$ cat src/rtl/mdio_wdt_boot.sv
module mdio_wdt_boot #(
  parameter logic [4:0]  PHY_ADDR   = 5'h1A,
  parameter logic [15:0] REVISION   = 16'h0006,
  parameter int          WDT_BITS   = 20,
  parameter int          RST_CYCLES = 16
) (
  input  logic       clk,
  input  logic       rst_n,
  input  logic       mdc,
  input  logic       mdio_i,
  output logic       mdio_o,
  output logic       mdio_oe,
  input  logic       fab_clk,
  input  logic       wd_chip_present,
  input  logic       wd_kick,
  output logic       host_rst_n,
  output logic [1:0] boot_mode
);
  localparam int          PW      = $clog2(RST_CYCLES + 1);
  localparam logic [15:0] ARM_SW  = 16'hA500;
  localparam logic [15:0] ARM_HW  = 16'hB600;
  localparam logic [3:0]  CMD_RST = 4'hA;

  typedef enum logic [1:0] {S_PRE, S_HDR, S_TA, S_DAT} st_t;

  logic [2:0] mdc_s, fab_s;
  logic [1:0] mdio_s;

  always_ff @(posedge clk) begin
    if (!rst_n) begin
      mdc_s  <= '0;
      fab_s  <= '0;
      mdio_s <= '1;
    end else begin
      mdc_s  <= {mdc_s[1:0], mdc};
      fab_s  <= {fab_s[1:0], fab_clk};
      mdio_s <= {mdio_s[0], mdio_i};
    end
  end

  wire mdc_rise = mdc_s[1] & ~mdc_s[2];
  wire fab_rise = fab_s[1] & ~fab_s[2];
  wire bit_in   = mdio_s[1];

  st_t         st;
  logic [5:0]  ones;
  logic [4:0]  cnt;
  logic [11:0] hdr;
  logic        rd_frame;
  logic [4:0]  reg_a;
  logic [15:0] sh, rd_val, wr_data;
  logic        wr_stb;

  logic [1:0]          wmode;
  logic [WDT_BITS-1:0] wcnt;
  logic [3:0]          ctl_cmd;
  logic [1:0]          ctl_boot, boot_after;
  logic                restarted, by_cmd;
  logic [PW-1:0]       pcnt;

  wire [12:0] hdr_full = {hdr, bit_in};
  wire hdr_ok = hdr_full[12] && (hdr_full[9:5] == PHY_ADDR) &&
                (hdr_full[11:10] == 2'b10 || hdr_full[11:10] == 2'b01);
  wire [15:0] stat5 = {wmode, 3'b000, restarted, boot_after, 8'h00};

  always_comb begin
    case (hdr_full[4:0])
      5'd4:    rd_val = REVISION;
      5'd5:    rd_val = stat5;
      default: rd_val = 16'h0000;
    endcase
  end

  always_ff @(posedge clk) begin
    if (!rst_n) begin
      st <= S_PRE; ones <= '0; cnt <= '0; hdr <= '0; rd_frame <= 1'b0;
      reg_a <= '0; sh <= '0; wr_data <= '0; wr_stb <= 1'b0;
      mdio_o <= 1'b0; mdio_oe <= 1'b0;
    end else begin
      wr_stb <= 1'b0;
      if (mdc_rise) begin
        case (st)
          S_PRE: begin
            if (bit_in) begin
              if (ones != 6'd32) ones <= ones + 6'd1;
            end else begin
              if (ones == 6'd32) begin
                st  <= S_HDR;
                cnt <= '0;
              end
              ones <= '0;
            end
          end
          S_HDR: begin
            hdr <= hdr_full[11:0];
            cnt <= cnt + 5'd1;
            if (cnt == 5'd12) begin
              if (hdr_ok) begin
                st       <= S_TA;
                cnt      <= '0;
                rd_frame <= (hdr_full[11:10] == 2'b10);
                reg_a    <= hdr_full[4:0];
                sh       <= rd_val;
              end else begin
                st <= S_PRE;
              end
            end
          end
          S_TA: begin
            if (cnt == 5'd0) begin
              cnt <= 5'd1;
              if (rd_frame) begin
                mdio_oe <= 1'b1;
                mdio_o  <= 1'b0;
              end
            end else begin
              st  <= S_DAT;
              cnt <= '0;
              if (rd_frame) begin
                mdio_o <= sh[15];
                sh     <= {sh[14:0], 1'b0};
              end
            end
          end
          S_DAT: begin
            wr_data <= {wr_data[14:0], bit_in};
            cnt     <= cnt + 5'd1;
            if (cnt == 5'd15) begin
              mdio_oe  <= 1'b0;
              st       <= S_PRE;
              rd_frame <= 1'b0;
              wr_stb   <= ~rd_frame;
            end else if (rd_frame) begin
              mdio_o <= sh[15];
              sh     <= {sh[14:0], 1'b0};
            end
          end
          default: st <= S_PRE;
        endcase
      end
    end
  end

  wire tick    = (wmode == 2'b10) | ((wmode != 2'b00) & fab_rise);
  wire timeout = tick & (&wcnt);

  always_ff @(posedge clk) begin
    if (!rst_n) begin
      wmode <= 2'b00; wcnt <= '0; ctl_cmd <= '0; ctl_boot <= '0;
      boot_after <= '0; restarted <= 1'b0; by_cmd <= 1'b0;
      pcnt <= '0; host_rst_n <= 1'b1;
    end else begin
      if (wd_kick)   wcnt <= '0;
      else if (tick) wcnt <= wcnt + 1'b1;
      if (timeout)   wmode <= 2'b00;

      if (wr_stb && reg_a == 5'd7) begin
        if (wr_data == ARM_SW) begin
          wmode <= 2'b10;
          wcnt  <= '0;
        end else if (wr_data == ARM_HW) begin
          wmode <= wd_chip_present ? 2'b01 : 2'b11;
          wcnt  <= '0;
        end
      end

      if (host_rst_n) begin
        if (ctl_cmd == CMD_RST) begin
          host_rst_n <= 1'b0; pcnt <= '0; by_cmd <= 1'b1;
        end else if (timeout) begin
          host_rst_n <= 1'b0; pcnt <= '0; by_cmd <= 1'b0;
        end
      end else if (pcnt == PW'(RST_CYCLES - 1)) begin
        host_rst_n <= 1'b1;
        if (by_cmd) begin
          restarted  <= 1'b1;
          boot_after <= ctl_boot;
          ctl_cmd    <= '0;
        end
      end else begin
        pcnt <= pcnt + 1'b1;
      end

      if (wr_stb && reg_a == 5'd4) begin
        ctl_cmd  <= wr_data[15:12];
        ctl_boot <= wr_data[9:8];
      end
    end
  end

  assign boot_mode = restarted ? boot_after : ctl_boot;

  assert_ta_low_R2: assert property (@(posedge clk) disable iff (!rst_n)
    $rose(mdio_oe) |-> (mdio_o == 1'b0));
  assert_drive_read_only_R3: assert property (@(posedge clk) disable iff (!rst_n)
    mdio_oe |-> (rd_frame && (st == S_TA || st == S_DAT)));
  assert_hw_needs_chip_R6: assert property (@(posedge clk) disable iff (!rst_n)
    (!$stable(wmode) && wmode == 2'b01) |-> wd_chip_present);
  assert_timeout_disarms_R7: assert property (@(posedge clk) disable iff (!rst_n)
    ($fell(host_rst_n) && !by_cmd) |-> (wmode == 2'b00));
  assert_pulse_len_R10: assert property (@(posedge clk) disable iff (!rst_n)
    $rose(host_rst_n) |-> ($past(pcnt) == PW'(RST_CYCLES - 1)));
  assert_restart_after_pulse_R11: assert property (@(posedge clk) disable iff (!rst_n)
    $rose(restarted) |-> $rose(host_rst_n));
  assert_wdt_no_restart_R12: assert property (@(posedge clk) disable iff (!rst_n)
    ($rose(host_rst_n) && !by_cmd) |-> $stable(restarted));
endmodule

$ cat config.mk
export PLATFORM = sky130hd
export DESIGN_NAME = mdio_wdt_boot
export DESIGN_NICKNAME = d
export VERILOG_FILES = /design/src/rtl/mdio_wdt_boot.sv
export SDC_FILE = /design/constraint.sdc
export NUM_CORES = 1
export LEC_CHECK = 0
export ABC_AREA = 0
export BUFFER_PORTS_ARGS = -buffer_cell sky130_fd_sc_hd__buf_2
export CORE_ASPECT_RATIO = 1.1
export CORE_MARGIN = 8
export CORE_UTILIZATION = 60
export DETAILED_ROUTE_END_ITERATION = 7
export PLACE_DENSITY = 0.77
export SETUP_SLACK_MARGIN = 0.02
export SLEW_MARGIN = 20
export SYNTH_ARGS = -nofsm -noshare
export SYNTH_HDL_FRONTEND = slang
export SYNTH_SLANG_ARGS = --single-unit
$ cat constraint.sdc
create_clock -name clk -period 3.1 [get_ports clk]
set_input_delay 0.62 -clock clk [delete_from_list [all_inputs] [get_ports clk]]
set_output_delay 0.62 -clock clk [all_outputs]
set_load 0.01 [all_outputs]
==> flow_metrics.env, run 1 <==
export IMPL_status="finished, final reports clean"
export IMPL_syn_nets=582
export IMPL_post_cts_setup_buffer_count=0
export IMPL_rsz0062_at_grt="false"
export IMPL_routedWlPerCell_um=14.2
export IMPL_async_reset_ff_frac=0
export IMPL_nets=576
export IMPL_overflow=0
export IMPL_grt_pass1_vias=3575
export IMPL_timing_final_ws_setup_ps=836
export IMPL_power_frac_seq=0.623
export IMPL_crit_buf_inv=0
export IMPL_pre_cts_slack_ps=873
export IMPL_ctsHoldBuffers=0
export IMPL_switching_share=0.239
export IMPL_synth_area_per_cell_um2=8.61
export IMPL_layout_commonest_cell="dfxtp_1"
export IMPL_leakagePower_nw=1.73
export IMPL_post_route_period_util=0.730
export IMPL_hold_violations=0
export IMPL_path_cells="and3b_1 -> o2111ai_1 -> o31ai_1 -> o21ai_0"
export IMPL_postCtsResizedCells=0
export IMPL_irDropWorstVdd_mv=0.240
export IMPL_drive_above_1_share=0.0903
export IMPL_drt_iter0_drc=285
export IMPL_drt_first_pass_iters=4
export IMPL_cts_buffers=9
export IMPL_ys_ff_latch=111
export IMPL_clk_pin_slew_worst_paths_ps=110
export IMPL_yosysTopAreaCell="dfxtp_1"
export IMPL_die_x_um=102
export IMPL_p_total_w=0.00231
export IMPL_clockRootBuffer="clkbuf_8"
export IMPL_drc=0
export IMPL_grt_use_met3=0.0302
export IMPL_min_path_type="register to register"
export IMPL_die_h_um=111
export IMPL_worstPathRequired_ps=3330
export IMPL_slowest_delay_ps=700
export IMPL_mappedNetlistArea_mm2=0.00487
export IMPL_core_mm2=0.00791
export IMPL_gp_congestion=0.819
export IMPL_num_vias=3954
export IMPL_power_density_mw_per_mm2=450
export IMPL_arrival_ps=2500
export IMPL_finalClockSkew_ps=9.15
export IMPL_p_clk_frac=0.354
export IMPL_tritoncts="done"
export IMPL_hold_slack_ps=433
export IMPL_diodes=0
export IMPL_combPwrFrac=0.023
export IMPL_start_kind="register"
export IMPL_worstSetupPathType="register to register"
export IMPL_synth_cell_type_count=64
export IMPL_viasPerCell=5.88
export IMPL_initial_core_util=0.616
export IMPL_ant_nets=0
export IMPL_clk_latency_ps=370
export IMPL_gr_usage_all_layers=0.175
export IMPL_drt_total_wl_um=9560
export IMPL_syn_to_final_growth_pct=5.44
export IMPL_critPathMaxFanout=11
export IMPL_layout_common_cells="111 x dfxtp_1, 102 x nand2_1, 63 x a21oi_1, 28 x nand3_1, 25 x nor2_1"
export IMPL_synth_seq_area_share=0.456
export IMPL_crit_family="compound AO/OA/AOI/OAI gates"
export IMPL_ys_warn_count=0
export IMPL_dieArea_mm2=0.0113
export IMPL_dp_hpwl_um=6600
export IMPL_fin_crit_ps=2260
export IMPL_synth_area_top_cells="dfxtp_1 46%, nand2_1 7.9%, a21oi_1 6.5%"
export IMPL_grt_pass1_wl_um=16400
export IMPL_syn_inst=566
export IMPL_post_route_util=0.649
export IMPL_critPathSlowestCell="o31ai_1"
export IMPL_yosys_area_top_type_share=0.456
export IMPL_fillCellCount=698
export IMPL_floorplan_rows=34
export IMPL_cts_sinks=111
export IMPL_cts_max_level=3
export IMPL_portBuffers=11
export IMPL_grtUsageMet1=0.226
export IMPL_cp_end_kind="register"
export IMPL_antenna_found_initial=0
export IMPL_io_pins=12
export IMPL_synth_edf_count=0
export IMPL_synthFlopType="dfxtp_1"
export IMPL_setup_viol=0
export IMPL_final_max_slew_violation_count=0
export IMPL_maxCapViolations=0
export IMPL_worst_slew_pin_slew_ps=735
export IMPL_clk_path_buf_depth=2
export IMPL_p_sw_w=0.000553
export IMPL_fin_setup_tns_ps=0
export IMPL_busiest_layer="met2"
export IMPL_p_int_w=0.00176
export IMPL_relSlewSlack=0.509
export IMPL_grt_util_met2=0.282
export IMPL_grt_max_degree=35
export IMPL_clock_fmax_mhz=442
[Yosys cell counts (4+ instances only)]
library cell  instances
dfxtp_1             111
nand2_1             102
a21oi_1              63
nand3_1              28
nor2_1               25
clkbuf_1             19
inv_1                15
xor2_1               13
nand4_1              12
o21ai_0              12
and3_1               10
buf_2                 9
ha_1                  9
nor3_1                9
and2_1                8
o31ai_1               7
o2111ai_1             6
or3_1                 6
a211oi_1              5
a31oi_1               5
a32oi_1               5
mux2i_1               5
or4_1                 5
nand3b_1              4
nand4b_1              4
nor4_1                4
[power groups by stage]
| stage | registers, W | logic (W) | clock network [W] |
|---|---|---|---|
| after CTS | 0.00144 | 0.0000535 | 0.000850 |
| final | 0.00144 | 0.0000528 | 0.000819 |
| after global routing | 0.00144 | 0.0000589 | 0.000903 |
| after global placement | 0.00147 | 0.0000523 | 0 |
| after detailed placement | 0.00147 | 0.0000533 | 0 |
| after floorplan | 0.00147 | 0.0000390 | 0 |
[per-stage QoR]
step	area (um^2)	instances
2_1_floorplan	4870	566
3_3_place_gp	4950	657
3_5_place_dp	4950	657
4_1_cts	5140	673
5_1_grt	5140	673
6_report	5140	673
[registers in the layout (all words and copies together) (netlist names), 2 cells and up, named ones only]
| signal | flops |
|---|---|
| sh | 15 |
| reg_a | 5 |
| wr_data | 16 |
| ctl_cmd | 4 |
| ctl_boot | 2 |
| pcnt | 5 |
| boot_after | 2 |
| wcnt | 20 |
| mdio_s | 2 |
| ones | 6 |
| hdr | 12 |
| fab_s | 3 |
| wmode | 2 |
| mdc_s | 3 |
| cnt | 5 |
[metal layers]
metal  vias up  share of wire
met1      1855           0.49
met3         7          0.035
li1       2032              -
met5         -              0
met4         0          0.011
met2        60           0.46
[path summary, 6_finish.rpt]
path / slack (ps) / from / cells after the start / endpoint
setup / recovery: 840 / wmode[0] / 4 / pcnt[1]
hold / removal: 430 / mdio_s[0] / 1 / mdio_s[1]
setup reg to reg: 840 / wmode[0] / 4 / pcnt[1]
hold reg to reg: 430 / mdio_s[0] / 1 / mdio_s[1]
[cell type report]
class	instances	area [um^2]	share of cell area
Sequential cell	111	2220	0.433
Clock buffer	9	124	0.0241
Inverter	15	56.3	0.0110
Tap cell	108	135	0.0263
Clock inverter	7	63.8	0.0124
Multi-Input combinational cell	406	2440	0.474
Timing Repair Buffer	17	100	0.0195
[kinds of logic (layout without fill, tap and decap cells)]
family,Yosys count,in the layout,synth area share
simple gates,243,243,0.257
flops,111,111,0.456
mux,8,8,0.0172
buf+inv,49,48,0.0455
xor+xnor,14,14,0.0252
compound gates,132,132,0.176
fa+ha+maj,9,9,0.0231
Power figures use the tool's default switching activity.
==> inputs of run 2 (changes only) <==
--- a/config.mk
+++ b/config.mk
@@ -5,7 +5,7 @@
 export SDC_FILE = /design/constraint.sdc
 export NUM_CORES = 1
 export LEC_CHECK = 0
-export ABC_AREA = 0
+export ABC_AREA = 1
 export BUFFER_PORTS_ARGS = -buffer_cell sky130_fd_sc_hd__buf_2
 export CORE_ASPECT_RATIO = 1.1
 export CORE_MARGIN = 8
==> constraint.sdc (replaced) <==
create_clock -name clk -period 2.3 [get_ports clk]
set_input_delay 0.46 -clock clk [delete_from_list [all_inputs] [get_ports clk]]
set_output_delay 0.46 -clock clk [all_outputs]
set_load 0.01 [all_outputs]
==> run 2 against run 1 <==
Combinational power grew 34%. Global-route usage is 0.35 points higher. Total power rose by 38%. Largest power group unchanged.
==> flow_metrics.env, run 2 <==
export IMPL_core_mm2=0.00796
export IMPL_p_total_w=0.00320
export IMPL_cts_sinks=111
export IMPL_p_sw_w=0.000704
export IMPL_synth_area_per_cell_um2=7.17
export IMPL_drt_first_pass_iters=4
export IMPL_die_h_um=111
export IMPL_synthFlopType="dfxtp_1"
export IMPL_r2r_start="cnt[0]"
export IMPL_clk_latency_ps=370
export IMPL_drt_total_wl_um=9620
export IMPL_hold_violations=0
export IMPL_setup_viol=0
export IMPL_clk_pin_slew_worst_paths_ps=100
export IMPL_reg2regPathDepth=10
export IMPL_p_int_w=0.00249
export IMPL_worst_slew_pin_slew_ps=617
export IMPL_p_clk_frac=0.373
export IMPL_min_path_type="primary input to register"
export IMPL_ant_nets=0
export IMPL_hold_slack_ps=273
export IMPL_synth_edf_count=0
export IMPL_postCtsResizedCells=0
export IMPL_antenna_found_initial=0
export IMPL_holdCritStartpoint="mdio_i"
export IMPL_overflow=0
export IMPL_ctsHoldBuffers=0
export IMPL_leakagePower_nw=2.10
export IMPL_num_vias=4228
export IMPL_top_register="wcnt"
export IMPL_top_regs="wcnt (20), wr_data (16), sh (15)"
export IMPL_drc=0
export IMPL_initial_core_util=0.620
export IMPL_critPathMaxFanout=20
export IMPL_grt_max_degree=31
export IMPL_mappedNetlistArea_mm2=0.00493
export IMPL_post_route_period_util=0.792
export IMPL_synth_seq_area_share=0.451
export IMPL_largest_reg_flops=20
export IMPL_routedWlPerCell_um=11.9
export IMPL_gp_congestion=0.853
export IMPL_clock_fmax_mhz=549
export IMPL_io_pins=12
export IMPL_viasPerCell=5.21
export IMPL_dp_hpwl_um=7040
export IMPL_syn_inst=688
export IMPL_start_kind="register"
export IMPL_clockRootBuffer="clkbuf_8"
export IMPL_fin_setup_tns_ps=0
export IMPL_r2r_setup_slack_ps=480
export IMPL_ys_ff_latch=111
export IMPL_final_max_slew_violation_count=0
export IMPL_floorplan_rows=34
export IMPL_synthTopCellsByCount="139 x nand2_1, 122 x nor2_1, 111 x dfxtp_1"
export IMPL_grt_pass1_vias=3923
export IMPL_combPwrFrac=0.022
export IMPL_synth_most_common_cell="nand2_1"
export IMPL_maxCapViolations=0
export IMPL_power_frac_seq=0.604
export IMPL_cp_end_kind="register"
export IMPL_power_density_mw_per_mm2=605
export IMPL_syn_to_final_growth_pct=7.26
export IMPL_diodes=0
export IMPL_fillCellCount=702
export IMPL_portBuffers=11
export IMPL_layout_commonest_cell="nand2_1"
export IMPL_syn_nets=704
export IMPL_yosysTopAreaCell="dfxtp_1"
export IMPL_drive_above_1_share=0.0753
export IMPL_holdPathEnd="mdio_s[0]"
export IMPL_rr_endpoint="sh[2]"
export IMPL_synth_area_top_cells="dfxtp_1 45%, nand2_1 11%, nor2_1 9.3%"
export IMPL_dieArea_mm2=0.0114
export IMPL_worstPathRequired_ps=2550
export IMPL_holdPathStages=2
export IMPL_post_route_util=0.665
export IMPL_clk_path_buf_depth=2
export IMPL_arrival_ps=2070
export IMPL_finish_instance_area_mm2=0.00529
export IMPL_async_reset_ff_frac=0
export IMPL_finalClockSkew_ps=11.1
export IMPL_worstSetupPathType="register to register"
export IMPL_cts_buffers=9
export IMPL_grt_pass1_wl_um=16800
export IMPL_nets=715
export IMPL_fin_crit_ps=1820
export IMPL_gr_usage_all_layers=0.178
export IMPL_layout_common_cells="139 x nand2_1, 122 x nor2_1, 111 x dfxtp_1, 67 x inv_1, 51 x a21oi_1"
export IMPL_cts_max_level=3
export IMPL_yosys_area_top_type_share=0.451
export IMPL_placed_area_mm2=0.00508
export IMPL_switching_share=0.220
export IMPL_synth_cell_type_count=34
export IMPL_rsz0062_at_grt="false"
export IMPL_relSlewSlack=0.585
export IMPL_ys_warn_count=0
export IMPL_drt_iter0_drc=160
export IMPL_die_x_um=102
export IMPL_irDropWorstVdd_mv=0.523
export IMPL_status="finished, final reports clean"
export IMPL_tritoncts="done"
export IMPL_post_cts_setup_buffer_count=0
## run 2: final cells by class
| cell class | instances | area (um^2) | area share |
|---|---|---|---|
| repair buffers | 19 | 115 | 0.0218 |
| inverters | 73 | 274 | 0.0518 |
| multi-input cells | 485 | 2330 | 0.441 |
| clock buffers | 11 | 141 | 0.0267 |
| well taps | 108 | 135 | 0.0256 |
| clock inverters | 5 | 66.3 | 0.0125 |
| flip-flops and latches | 111 | 2220 | 0.420 |
## run 2: worst max-delay path by stage
stage	cells after the start	slack, ps	start	end
6_report	10	480	cnt[0]	sh[2]
3_3_place_gp	10	550	cnt[0]	sh[2]
5_1_grt	11	280	cnt[0]	sh[15]
4_1_cts	10	450	cnt[0]	sh[2]
3_5_place_dp	10	460	cnt[0]	sh[2]
2_1_floorplan	11	550	cnt[0]	sh[15]
## run 2: logic make-up (layout without fill, tap and decap cells)
kind of cell | after synthesis | after routing | share of synthesized area
xor gates and xnor gates | 16 | 16 | 0.0284
DFF | 111 | 111 | 0.451
buffers and inverters | 92 | 108 | 0.0759
AOI/OAI and AO/OA | 106 | 106 | 0.110
adders and majority gates | 9 | 9 | 0.0228
and+or+nand+nor | 354 | 354 | 0.312
## run 2: critical path: stages (launching register included)
cell	delay (ps)
dfxtp_1	350
ha_1	220
inv_1	60
nor2_1	40
ha_1	210
nand2_4	90
nand2_2	70
nor3_4	190
nand2_2	250
o21ai_1	190
nor2_1	50
## run 2: power by group through the flow
stage	combinational [W]	clock, W	sequential [W]
after floorplan	0.0000486	0	0.00198
after global placement	0.0000678	0	0.00198
after detailed placement	0.0000706	0	0.00198
after CTS	0.0000706	0.00122	0.00193
after global routing	0.0000796	0.00128	0.00193
final	0.0000710	0.00119	0.00193
## run 2: metrics by stage
| stage | instances | setup slack [ps] |
|---|---|---|
| after floorplan | 688 | 546 |
| after global placement | 796 | 551 |
| after detailed placement | 796 | 464 |
| after CTS | 812 | 454 |
| after global routing | 812 | 281 |
| final | 812 | 478 |
## run 2: per-layer routing
metal  global-route usage  vias up  share of wire
met5                    0        -              0
met4               0.0765        0          0.019
met3               0.0264       19          0.029
met2                0.304       63           0.50
met1                0.212     1913           0.45
li1                     -     2233              -
